[src/rtl/sc_pkg.sv]
package sc_pkg;
  localparam int unsigned OFF_CTRL   = 32'h00;
  localparam int unsigned OFF_STATUS = 32'h04;
  localparam int unsigned OFF_CNT_LO = 32'h08;
  localparam int unsigned OFF_CNT_HI = 32'h0C;
  localparam int unsigned OFF_SCALE  = 32'h10;

  typedef struct packed {
    logic scale_on;
    logic run;
  } sc_ctrl_t;
endpackage

[src/rtl/sc_regs.sv]
module sc_regs #(
  parameter int DATA_W = 32,
  parameter int ADDR_W = 5,
  parameter int FRAC_W = 24
) (
  input  logic                  clk,
  input  logic                  rst_n,
  input  logic                  wr_en,
  input  logic [ADDR_W-1:0]     addr,
  input  logic [DATA_W-1:0]     wdata,
  output sc_pkg::sc_ctrl_t      ctrl_q,
  output logic [DATA_W-1:0]     scale_q
);
  localparam logic [ADDR_W-1:0] A_CTRL  = ADDR_W'(sc_pkg::OFF_CTRL);
  localparam logic [ADDR_W-1:0] A_SCALE = ADDR_W'(sc_pkg::OFF_SCALE);
  localparam logic [DATA_W-1:0] UNITY   = DATA_W'(1) << FRAC_W;

  always_ff @(posedge clk or negedge rst_n) begin
    if (!rst_n) begin
      ctrl_q  <= '0;
      scale_q <= UNITY;
    end else if (wr_en) begin
      if (addr == A_CTRL) begin
        ctrl_q.run      <= wdata[0];
        ctrl_q.scale_on <= wdata[2];
      end
      if (addr == A_SCALE) scale_q <= wdata;
    end
  end
endmodule

[src/rtl/sc_accum.sv]
module sc_accum #(
  parameter int DATA_W = 32,
  parameter int FRAC_W = 24,
  localparam int CNT_W = 2 * DATA_W
) (
  input  logic              clk,
  input  logic              rst_n,
  input  logic              tick_i,
  input  sc_pkg::sc_ctrl_t  ctrl_i,
  input  logic [DATA_W-1:0] scale_i,
  input  logic              wr_lo,
  input  logic              wr_hi,
  input  logic [DATA_W-1:0] wdata,
  output logic [CNT_W-1:0]  count_q
);
  localparam int ACC_W = CNT_W + FRAC_W;

  logic [FRAC_W-1:0] frac_q;
  logic [ACC_W-1:0]  acc_sum;

  assign acc_sum = {count_q, frac_q} + ACC_W'(scale_i);

  always_ff @(posedge clk or negedge rst_n) begin
    if (!rst_n) begin
      count_q <= '0;
      frac_q  <= '0;
    end else if (wr_lo || wr_hi) begin
      if (wr_lo) count_q[DATA_W-1:0]     <= wdata;
      if (wr_hi) count_q[CNT_W-1:DATA_W] <= wdata;
      frac_q <= '0;
    end else if (tick_i && ctrl_i.run) begin
      if (ctrl_i.scale_on) {count_q, frac_q} <= acc_sum;
      else                 count_q <= count_q + CNT_W'(1);
    end
  end
endmodule

[src/rtl/sc_readmux.sv]
module sc_readmux #(
  parameter int DATA_W = 32,
  parameter int ADDR_W = 5,
  localparam int CNT_W = 2 * DATA_W
) (
  input  logic              clk,
  input  logic              rst_n,
  input  logic              rd_en,
  input  logic [ADDR_W-1:0] addr,
  input  sc_pkg::sc_ctrl_t  ctrl_i,
  input  logic [DATA_W-1:0] scale_i,
  input  logic [CNT_W-1:0]  count_i,
  output logic [DATA_W-1:0] rdata_q
);
  localparam logic [ADDR_W-1:0] A_CTRL   = ADDR_W'(sc_pkg::OFF_CTRL);
  localparam logic [ADDR_W-1:0] A_STATUS = ADDR_W'(sc_pkg::OFF_STATUS);
  localparam logic [ADDR_W-1:0] A_LO     = ADDR_W'(sc_pkg::OFF_CNT_LO);
  localparam logic [ADDR_W-1:0] A_HI     = ADDR_W'(sc_pkg::OFF_CNT_HI);
  localparam logic [ADDR_W-1:0] A_SCALE  = ADDR_W'(sc_pkg::OFF_SCALE);

  logic [DATA_W-1:0] hi_hold_q;
  logic [DATA_W-1:0] rd_mux;

  always_comb begin
    unique case (addr)
      A_CTRL:   rd_mux = DATA_W'({ctrl_i.scale_on, 1'b0, ctrl_i.run});
      A_STATUS: rd_mux = DATA_W'(ctrl_i.run);
      A_LO:     rd_mux = count_i[DATA_W-1:0];
      A_HI:     rd_mux = hi_hold_q;
      A_SCALE:  rd_mux = scale_i;
      default:  rd_mux = '0;
    endcase
  end

  always_ff @(posedge clk or negedge rst_n) begin
    if (!rst_n) begin
      rdata_q   <= '0;
      hi_hold_q <= '0;
    end else begin
      rdata_q <= rd_en ? rd_mux : '0;
      if (rd_en && addr == A_LO) hi_hold_q <= count_i[CNT_W-1:DATA_W];
    end
  end
endmodule

[src/rtl/sys_count_top.sv]
module sys_count_top #(
  parameter int DATA_W = 32,
  parameter int ADDR_W = 5,
  parameter int FRAC_W = 24,
  localparam int CNT_W = 2 * DATA_W
) (
  input  logic              clk,
  input  logic              rst_n,
  input  logic              tick_i,
  input  logic              wr_en,
  input  logic              rd_en,
  input  logic [ADDR_W-1:0] addr,
  input  logic [DATA_W-1:0] wdata,
  output logic [DATA_W-1:0] rdata_o,
  output logic [CNT_W-1:0]  count_o,
  output logic              running_o
);
  localparam logic [ADDR_W-1:0] A_LO = ADDR_W'(sc_pkg::OFF_CNT_LO);
  localparam logic [ADDR_W-1:0] A_HI = ADDR_W'(sc_pkg::OFF_CNT_HI);

  sc_pkg::sc_ctrl_t  ctrl;
  logic [DATA_W-1:0] scale_q;
  logic              scale_on;
  logic              wr_lo;
  logic              wr_hi;

  assign wr_lo     = wr_en && (addr == A_LO);
  assign wr_hi     = wr_en && (addr == A_HI);
  assign running_o = ctrl.run;
  assign scale_on  = ctrl.scale_on;

  sc_regs #(.DATA_W(DATA_W), .ADDR_W(ADDR_W), .FRAC_W(FRAC_W)) regs_i (
    .clk(clk), .rst_n(rst_n), .wr_en(wr_en), .addr(addr), .wdata(wdata),
    .ctrl_q(ctrl), .scale_q(scale_q)
  );

  sc_accum #(.DATA_W(DATA_W), .FRAC_W(FRAC_W)) accum_i (
    .clk(clk), .rst_n(rst_n), .tick_i(tick_i), .ctrl_i(ctrl),
    .scale_i(scale_q), .wr_lo(wr_lo), .wr_hi(wr_hi), .wdata(wdata),
    .count_q(count_o)
  );

  sc_readmux #(.DATA_W(DATA_W), .ADDR_W(ADDR_W)) rmux_i (
    .clk(clk), .rst_n(rst_n), .rd_en(rd_en), .addr(addr), .ctrl_i(ctrl),
    .scale_i(scale_q), .count_i(count_o), .rdata_q(rdata_o)
  );
endmodule

[config.mk]
export PLATFORM = sky130hd
export DESIGN_NAME = sys_count_top
export DESIGN_NICKNAME = d
export VERILOG_FILES = /design/src/rtl/sc_pkg.sv /design/src/rtl/sc_regs.sv /design/src/rtl/sc_accum.sv /design/src/rtl/sc_readmux.sv /design/src/rtl/sys_count_top.sv
export SDC_FILE = /design/constraint.sdc
export NUM_CORES = 1
export LEC_CHECK = 0
export BUFFER_PORTS_ARGS = -buffer_cell sky130_fd_sc_hd__buf_2
export CORE_MARGIN = 4
export CORE_UTILIZATION = 55
export DETAILED_ROUTE_END_ITERATION = 10
export HOLD_SLACK_MARGIN = 0.03
export PLACE_DENSITY_LB_ADDON = 0.15
export SLEW_MARGIN = 20
export SYNTH_ARGS = -nofsm -noshare
export SYNTH_HDL_FRONTEND = slang
export SYNTH_SLANG_ARGS = --single-unit
[constraint.sdc]
create_clock -name clk -period 3.99 [get_ports clk]
set_input_delay 0 -clock clk [delete_from_list [all_inputs] [get_ports clk]]
set_output_delay 0 -clock clk [all_outputs]
set_load 0.005 [all_outputs]
==> impl_metrics.csv, run 1 <==
group,metric,value,unit
worst_setup_path,r2r_start,"regs_i.scale_q[0]$_DFFE_PN0P_",
timing,final-max-slew-violation-count,0,
synthesis,synth_xor_area_share,2.41,%
clock_tree,clk_pin_slew,0.08,ns
final_layout,nets,1529,
grt,grt_usage,34.9,%
place,port_buffers,138,
status,status,"finished clean",
synthesis,synth_nets,1386,
worst_setup_path,critPathArrivalTime,3.88,ns
worst_setup_path,start_kind,"register",
die,io_pins,139,
pwr,power.leakage,5.90,nW
detailed_routing,drt_iter0_markers,1734,
detailed_routing,routed-via-count,11600,
timing,hold_slack,0.0529,ns
synthesis,synth_fa_ha_area_share,3.72,%
synthesis,syn_area_per_cell,8.89,sq um
final_layout,final_layout_size_suffix_gt1_share,22.4,%
timing,fin_crit_sh,88.0,%
die,die-height,154,um
clock_tree,htreeDepth,4,
worst_setup_path,crit_start,"regs_i.scale_q[0]$_DFFE_PN0P_",
clock_tree,numCtsBuffers,17,
worst_setup_path,crit_slowest_cell,"or4_1",
worst_setup_path,crit_fanout,6,
worst_hold_path,whs_endpoint,"rmux_i.rdata_q[0]$_DFF_PN0_",
synthesis,synth_flop_cell,"dfrtp_1",
pwr,vdd_drop_max,0.000304,V
detailed_routing,wl_per_cell,24.3,um
die,rows,52,
pwr,p_per_area,461,mW/mm^2
place,dp.cells,1668,
synthesis,netlist_area,0.0116,sq mm
timing,worst_pin_slew,0.989,ns
timing,fmax,285,MHz
run,max_cap_violations,0,
final_layout,syn2layout_area_growth,16.8,%
synthesis,seq_area_frac_synth,40.0,%
worst_setup_path,r2r-end,"accum_i.count_q[48]$_DFFE_PN0P_",
worst_hold_path,worstHoldStart,"addr[4]",
final_layout,fin_cells,1736,
grt,antenna_found_initial,0,
die,initial_core_util,56.6,%
clock_tree,cts.sink_count,186,
worst_hold_path,hold_depth,3,
synthesis,async_reset_ff_share,100,%
timing,relSlewSlack,34.1,%
timing,setup_viol,0,
grt,grt_max_degree,117,
synthesis,synthMuxAreaShare,8.70,%
timing,final.setup.tns,0,ns
final_layout,diodes,0,
worst_setup_path,critPathRequiredTime,4.36,ns
clock_tree,cts_tree,"yes",
die,dieArea,0.0236,sq mm
synthesis,postSynthCellCount,1310,
detailed_routing,antenna_left,0,
synthesis,synth_seq_cells,186,
grt,overflow,0,
synthesis,synth_edf_count,0,
worst_setup_path,ff2ff_setup_slack,0.48,ns
clock_tree,cts_buffer_depth,2,
grt,grt_pass1_vias,10800,
place,place_hpwl,30300,um
worst_setup_path,path_cells,"ha_1, inv_1, fa_1, nand2b_1, a21oi_1, o311ai_1, o21ai_0, a41oi_1, a211oi_1, o21ai_1, or4_1, nand3_1",
worst_setup_path,r2r_cells,12,
worst_hold_path,hold_class,"input pin to register",
worst_setup_path,slowest_delay,0.56,ns
die,fp.coreArea,0.0206,sq mm
synthesis,yosys.area_share.simple,21.4,%
synthesis,synth_cell_types,85,
synthesis,synth_warnings,0,
synthesis,synth_compound_area_share,19.8,%
timing,hold_violations,0,
timing,period_needed,3.51,ns
grt,grt_first_pass_wirelength,64600,um
place,gp_congestion,1.02,
die,die_w,154,um
detailed_routing,viasPerCell,6.71,
detailed_routing,route.detailed.drc,0,
clock_tree,clockRootBuffer,"clkbuf_16",
timing,rsz0062_at_grt,"false",
detailed_routing,wirelength,42200,um
worst_setup_path,end_kind,"register",
detailed_routing,drt_pass1_iterations,6,
clock_tree,clk-insertion-delay-late,0.44,ns
worst_setup_path,critical_path_class,"register to register",
timing,finClkSkew,0.0140,ns
synthesis,synth_top_family_by_area,"simple AND/OR/NAND/NOR gates",
-- worst max-delay path: cells and delay by family, from the launching register on --
kind            cells  cell delay [ns]
simple gates        3             0.84
compound gates      6             1.62
flops               1             0.38
buf+inv             1             0.05
fa+ha+maj           2             0.55
-- cell families (layout without fill, tap and decap cells) --
family / after synthesis / after routing
adder cells (fa/ha/maj): 34 / 34
flip-flops: 186 / 186
AND/OR/NAND/NOR: 505 / 505
multiplexers: 90 / 90
buffers and inverters: 107 / 263
XOR/XNOR: 32 / 32
AO/OA/AOI/OAI: 356 / 356
-- sequential cells by signal, summed over array words and instances (netlist names) --
name              flops
rmux_i.hi_hold_q     32
accum_i.count_q      64
regs_i.ctrl_q         2
rmux_i.rdata_q       32
accum_i.frac_q       24
regs_i.scale_q       32
-- where the power goes --
group | internal [mW] | switching (mW) | leakage (nW)
clock network | 0.860 | 0.905 | 0.293
logic | 0.812 | 1.16 | 3.14
registers | 2.14 | 0.396 | 2.46
-- stage by stage --
stage	total power, mW	util [%]	cell area [sq um]	setup WS, ns
2_1_floorplan	3.78	-	11600	0.942
3_3_place_gp	4.41	61.3	12600	0.634
3_5_place_dp	4.44	61.3	12600	0.545
4_1_cts	6.24	66.1	13600	0.529
5_1_grt	6.60	66.1	13600	0.171
6_report	6.27	66.1	13600	0.480
-- cell usage in the layout (no fill, tap or decap), drive strengths merged, types with 10 or more instances in the layout --
cell type / n
dlygate4sd3: 36
buf: 170
o21ai: 77
a211oi: 16
and2: 10
and4: 11
nor3: 45
dfrtp: 185
nor4: 17
nand2: 133
ha: 33
a21oi: 101
inv: 28
a21o: 11
nand3: 59
nand4: 27
and3: 30
a31oi: 14
xor2: 10
o22ai: 16
or3: 15
nor2: 120
mux2: 90
clkbuf: 18
a22oi: 36
xnor2: 22
-- synthesized netlist by cell type, types with 7 or more instances --
| cell type | number | area (sq um) |
|---|---|---|
| inv_1 | 24 | 90.1 |
| buf_1 | 13 | 48.8 |
| a31oi_1 | 14 | 87.6 |
| a21oi_1 | 100 | 500 |
| o21ai_0 | 71 | 355 |
| o22ai_1 | 16 | 100 |
| nand2_1 | 133 | 499 |
| a311oi_1 | 7 | 61.3 |
| or3_1 | 13 | 81.3 |
| clkbuf_1 | 61 | 229 |
| a22oi_1 | 36 | 270 |
| xor2_1 | 10 | 87.6 |
| nand3_1 | 58 | 290 |
| nor3_1 | 45 | 225 |
| a21o_1 | 9 | 67.6 |
| nor2_1 | 120 | 450 |
| nor2b_1 | 7 | 43.8 |
| xnor2_1 | 22 | 193 |
| ha_1 | 33 | 413 |
| nand4_1 | 27 | 169 |
| and4_1 | 10 | 87.6 |
| o211ai_1 | 9 | 67.6 |
| nor4_1 | 17 | 106 |
| or4_1 | 8 | 60.1 |
| mux2_2 | 90 | 1010 |
| and3_1 | 28 | 175 |
| a211oi_1 | 16 | 120 |
| dfrtp_1 | 185 | 4630 |
-- worst max-delay path by stage --
stage | end | slack, ns | cells past startpoint
floorplan | accum_i.count_q[26]$_DFFE_PN0P_ | 0.94 | 14
global placement | accum_i.count_q[50]$_DFFE_PN0P_ | 0.63 | 13
detailed placement | accum_i.count_q[51]$_DFFE_PN0P_ | 0.54 | 10
CTS | accum_i.count_q[50]$_DFFE_PN0P_ | 0.53 | 13
global route | accum_i.count_q[48]$_DFFE_PN0P_ | 0.17 | 12
finish | accum_i.count_q[48]$_DFFE_PN0P_ | 0.48 | 12
-- area by class of cell --
cell class	count	area, sq um
inverters	24	90.1
flip-flops and latches	186	4660
fillers	1722	6960
clock buffers	17	425
repair buffers	207	1330
well taps	270	338
multi-input cells	1017	6550
clock inverters	15	201
-- timing repair --
item	in CTS	in global routing
resized for setup	0	0
endpoints found under the hold margin	185	0
hold buffers	36	0
buffers inserted	0	0
-- routing by layer --
layer,vias to the layer above,wire [um],share of wire [%],GRT usage (%)
met3,115,5260,12,8.12
met2,829,17600,42,49.6
li1,5150,-,-,-
met5,-,0,0,0
met1,5548,17500,41,51.6
met4,0,1830,4.3,13.5
Power figures use the tool's default switching activity.
==> run 2: changes to the inputs <==
Settings changed: BUFFER_PORTS_ARGS -buffer_cell sky130_fd_sc_hd__buf_2 to default, DONT_BUFFER_PORTS from default to 1.
==> run 2 against run 1 <==
Net effect:
- the flow now finishes with violations (hold timing)
- largest cell class unchanged
- first-iteration DRC count down 25%
- clock skew about the same
- non-clock buffer count down 136
- largest power group unchanged
- maximum frequency down 0.72%
- power down 0.89%
- global-route usage up 0.45 points
==> impl_metrics.csv, run 2 (synthesized netlist as in run 1, its figures left out) <==
group,metric,value,unit
final_layout,design_area,0.0129,sq mm
detailed_routing,wl_per_cell,26.5,um
timing,period_needed,3.54,ns
detailed_routing,drt_pass1_iterations,6,
final_layout,largest_reg_flops,64,
detailed_routing,drt_iter0_markers,1307,
worst_setup_path,critPathRequiredTime,4.35,ns
die,die_w,154,um
final_layout,final_layout_size_suffix_gt1_share,13.8,%
status,status,"finished with violations",
clock_tree,htreeDepth,4,
pwr,power.leakage,5.26,nW
worst_setup_path,crit_slowest_cell,"o31ai_4",
place,gp_congestion,0.992,
final_layout,nets,1393,
place,port_buffers,0,
worst_setup_path,critPathTopFamily,"simple AND/OR/NAND/NOR gates",
timing,hold_slack,-0.761,ns
final_layout,syn2layout_area_growth,11.0,%
timing,worst_pin_slew,1.01,ns
timing,finClkSkew,0.0141,ns
detailed_routing,m1WireLength,17600,um
detailed_routing,viasPerCell,7.03,
worst_setup_path,path_cells,"ha_1, and2_4, nand3_2, or4_4, a21oi_4, o21ai_2, o31ai_4, nand4_1, or4_1, a211oi_1",
clock_tree,cts_post_setup_buffers_inserted,0,
detailed_routing,dr_wl_met2,18000,um
grt,grt_first_pass_wirelength,65100,um
place,place_hpwl,29900,um
clock_tree,cts_resized,0,
timing,rsz0062_at_grt,"false",
pwr,vdd_drop_max,0.000309,V
detailed_routing,top_layer,"met4",
die,io_pins,139,
clock_tree,clockRootBuffer,"clkbuf_16",
worst_setup_path,crit_fanout,8,
grt,antenna_found_initial,1,
worst_setup_path,start_kind,"register",
final_layout,final_common_cell,"dfrtp_1",
die,fp.coreArea,0.0206,sq mm
final_layout,regMostFlops,"accum_i.count_q",
final_layout,layout_common_cells,"185 x dfrtp_1, 132 x nand2_1, 119 x nor2_1",
timing,relSlewSlack,32.3,%
timing,fin_crit_sh,88.6,%
worst_setup_path,critPathArrivalTime,3.90,ns
clock_tree,cts.sink_count,186,
worst_setup_path,cp.buffers_inverters,0,
die,dieArea,0.0236,sq mm
die,rows,52,
timing,setup_viol,0,
worst_setup_path,path_depth,10,
detailed_routing,antenna_left,0,
final_layout,fillCellCount,1818,
timing,final-max-slew-violation-count,0,
pwr,p_per_area,481,mW/mm^2
worst_setup_path,end_kind,"register",
clock_tree,cts_hold_buffers,45,
timing,final.setup.tns,0,ns
clock_tree,cts_tree,"yes",
worst_setup_path,critical_path_class,"register to register",
grt,grt_usage,35.3,%
worst_setup_path,r2r_cells,10,
clock_tree,cts_buffer_depth,2,
clock_tree,numCtsBuffers,17,
timing,hold_violations,186,
detailed_routing,route.detailed.drc,0,
timing,fmax,283,MHz
place,place_area,0.0118,sq mm
worst_setup_path,slowest_delay,0.56,ns
detailed_routing,wirelength,42400,um
grt,overflow,0,
final_layout,fin_util,62.9,%
status,failed_checks,"hold timing",
die,die-height,154,um
run,max_cap_violations,0,
worst_hold_path,hold_class,"input pin to async pin",
grt,grt_pass1_vias,10500,
clock_tree,clk-insertion-delay-late,0.45,ns
detailed_routing,routed-via-count,11300,
die,initial_core_util,56.6,%
clock_tree,clk_pin_slew,0.08,ns
detailed_routing,dr_wl_met3,5220,um
grt,grt_max_degree,187,
==> run 2: per-stage QoR <==
stage / power [mW] / setup slack, ns / std cells
floorplan: 3.78 / 0.942 / 1310
global placement: 4.28 / 0.626 / 1523
detailed placement: 4.32 / 0.501 / 1523
CTS: 6.18 / 0.508 / 1600
global route: 6.52 / 0.231 / 1601
finish: 6.22 / 0.455 / 1601
==> run 2: where the power goes <==
group,leakage [nW],switching [mW],internal (mW)
sequential,2.46,0.409,2.14
clock,0.304,0.931,0.874
combinational,2.49,1.11,0.756
total,5.26,2.45,3.77
==> run 2: path summary, 6_finish.rpt <==
kind                                                       start                                to  slack (ns)
worst max-delay path              regs_i.scale_q[13]$_DFFE_PN0P_   accum_i.count_q[51]$_DFFE_PN0P_        0.45
worst min register to register  rmux_i.hi_hold_q[26]$_DFFE_PN0P_  rmux_i.hi_hold_q[26]$_DFFE_PN0P_        0.49
min in group clk                                          tick_i     accum_i.frac_q[5]$_DFFE_PN0P_        0.04
max in group asynchronous                                  rst_n    accum_i.frac_q[22]$_DFFE_PN0P_        4.25
worst min-delay path                                       rst_n     accum_i.frac_q[3]$_DFFE_PN0P_       -0.76
worst max register to register    regs_i.scale_q[13]$_DFFE_PN0P_   accum_i.count_q[51]$_DFFE_PN0P_        0.45
==> run 2: metal layers <==
layer	up-vias	global-route usage, %
met5	-	0
met4	0	12.8
met3	101	8.52
met2	782	50.8
met1	5476	52.0
li1	4899	-
==> run 2: area by class of cell <==
type | count | area (sq um) | area share (%)
Antenna cell | 1 | 2.50 | 0.0194
Tap cell | 270 | 338 | 2.61
Clock buffer | 17 | 425 | 3.29
Clock inverter | 15 | 201 | 1.56
Inverter | 24 | 90.1 | 0.697
Timing Repair Buffer | 71 | 663 | 5.13
Multi-Input combinational cell | 1017 | 6550 | 50.7
Sequential cell | 186 | 4660 | 36.0
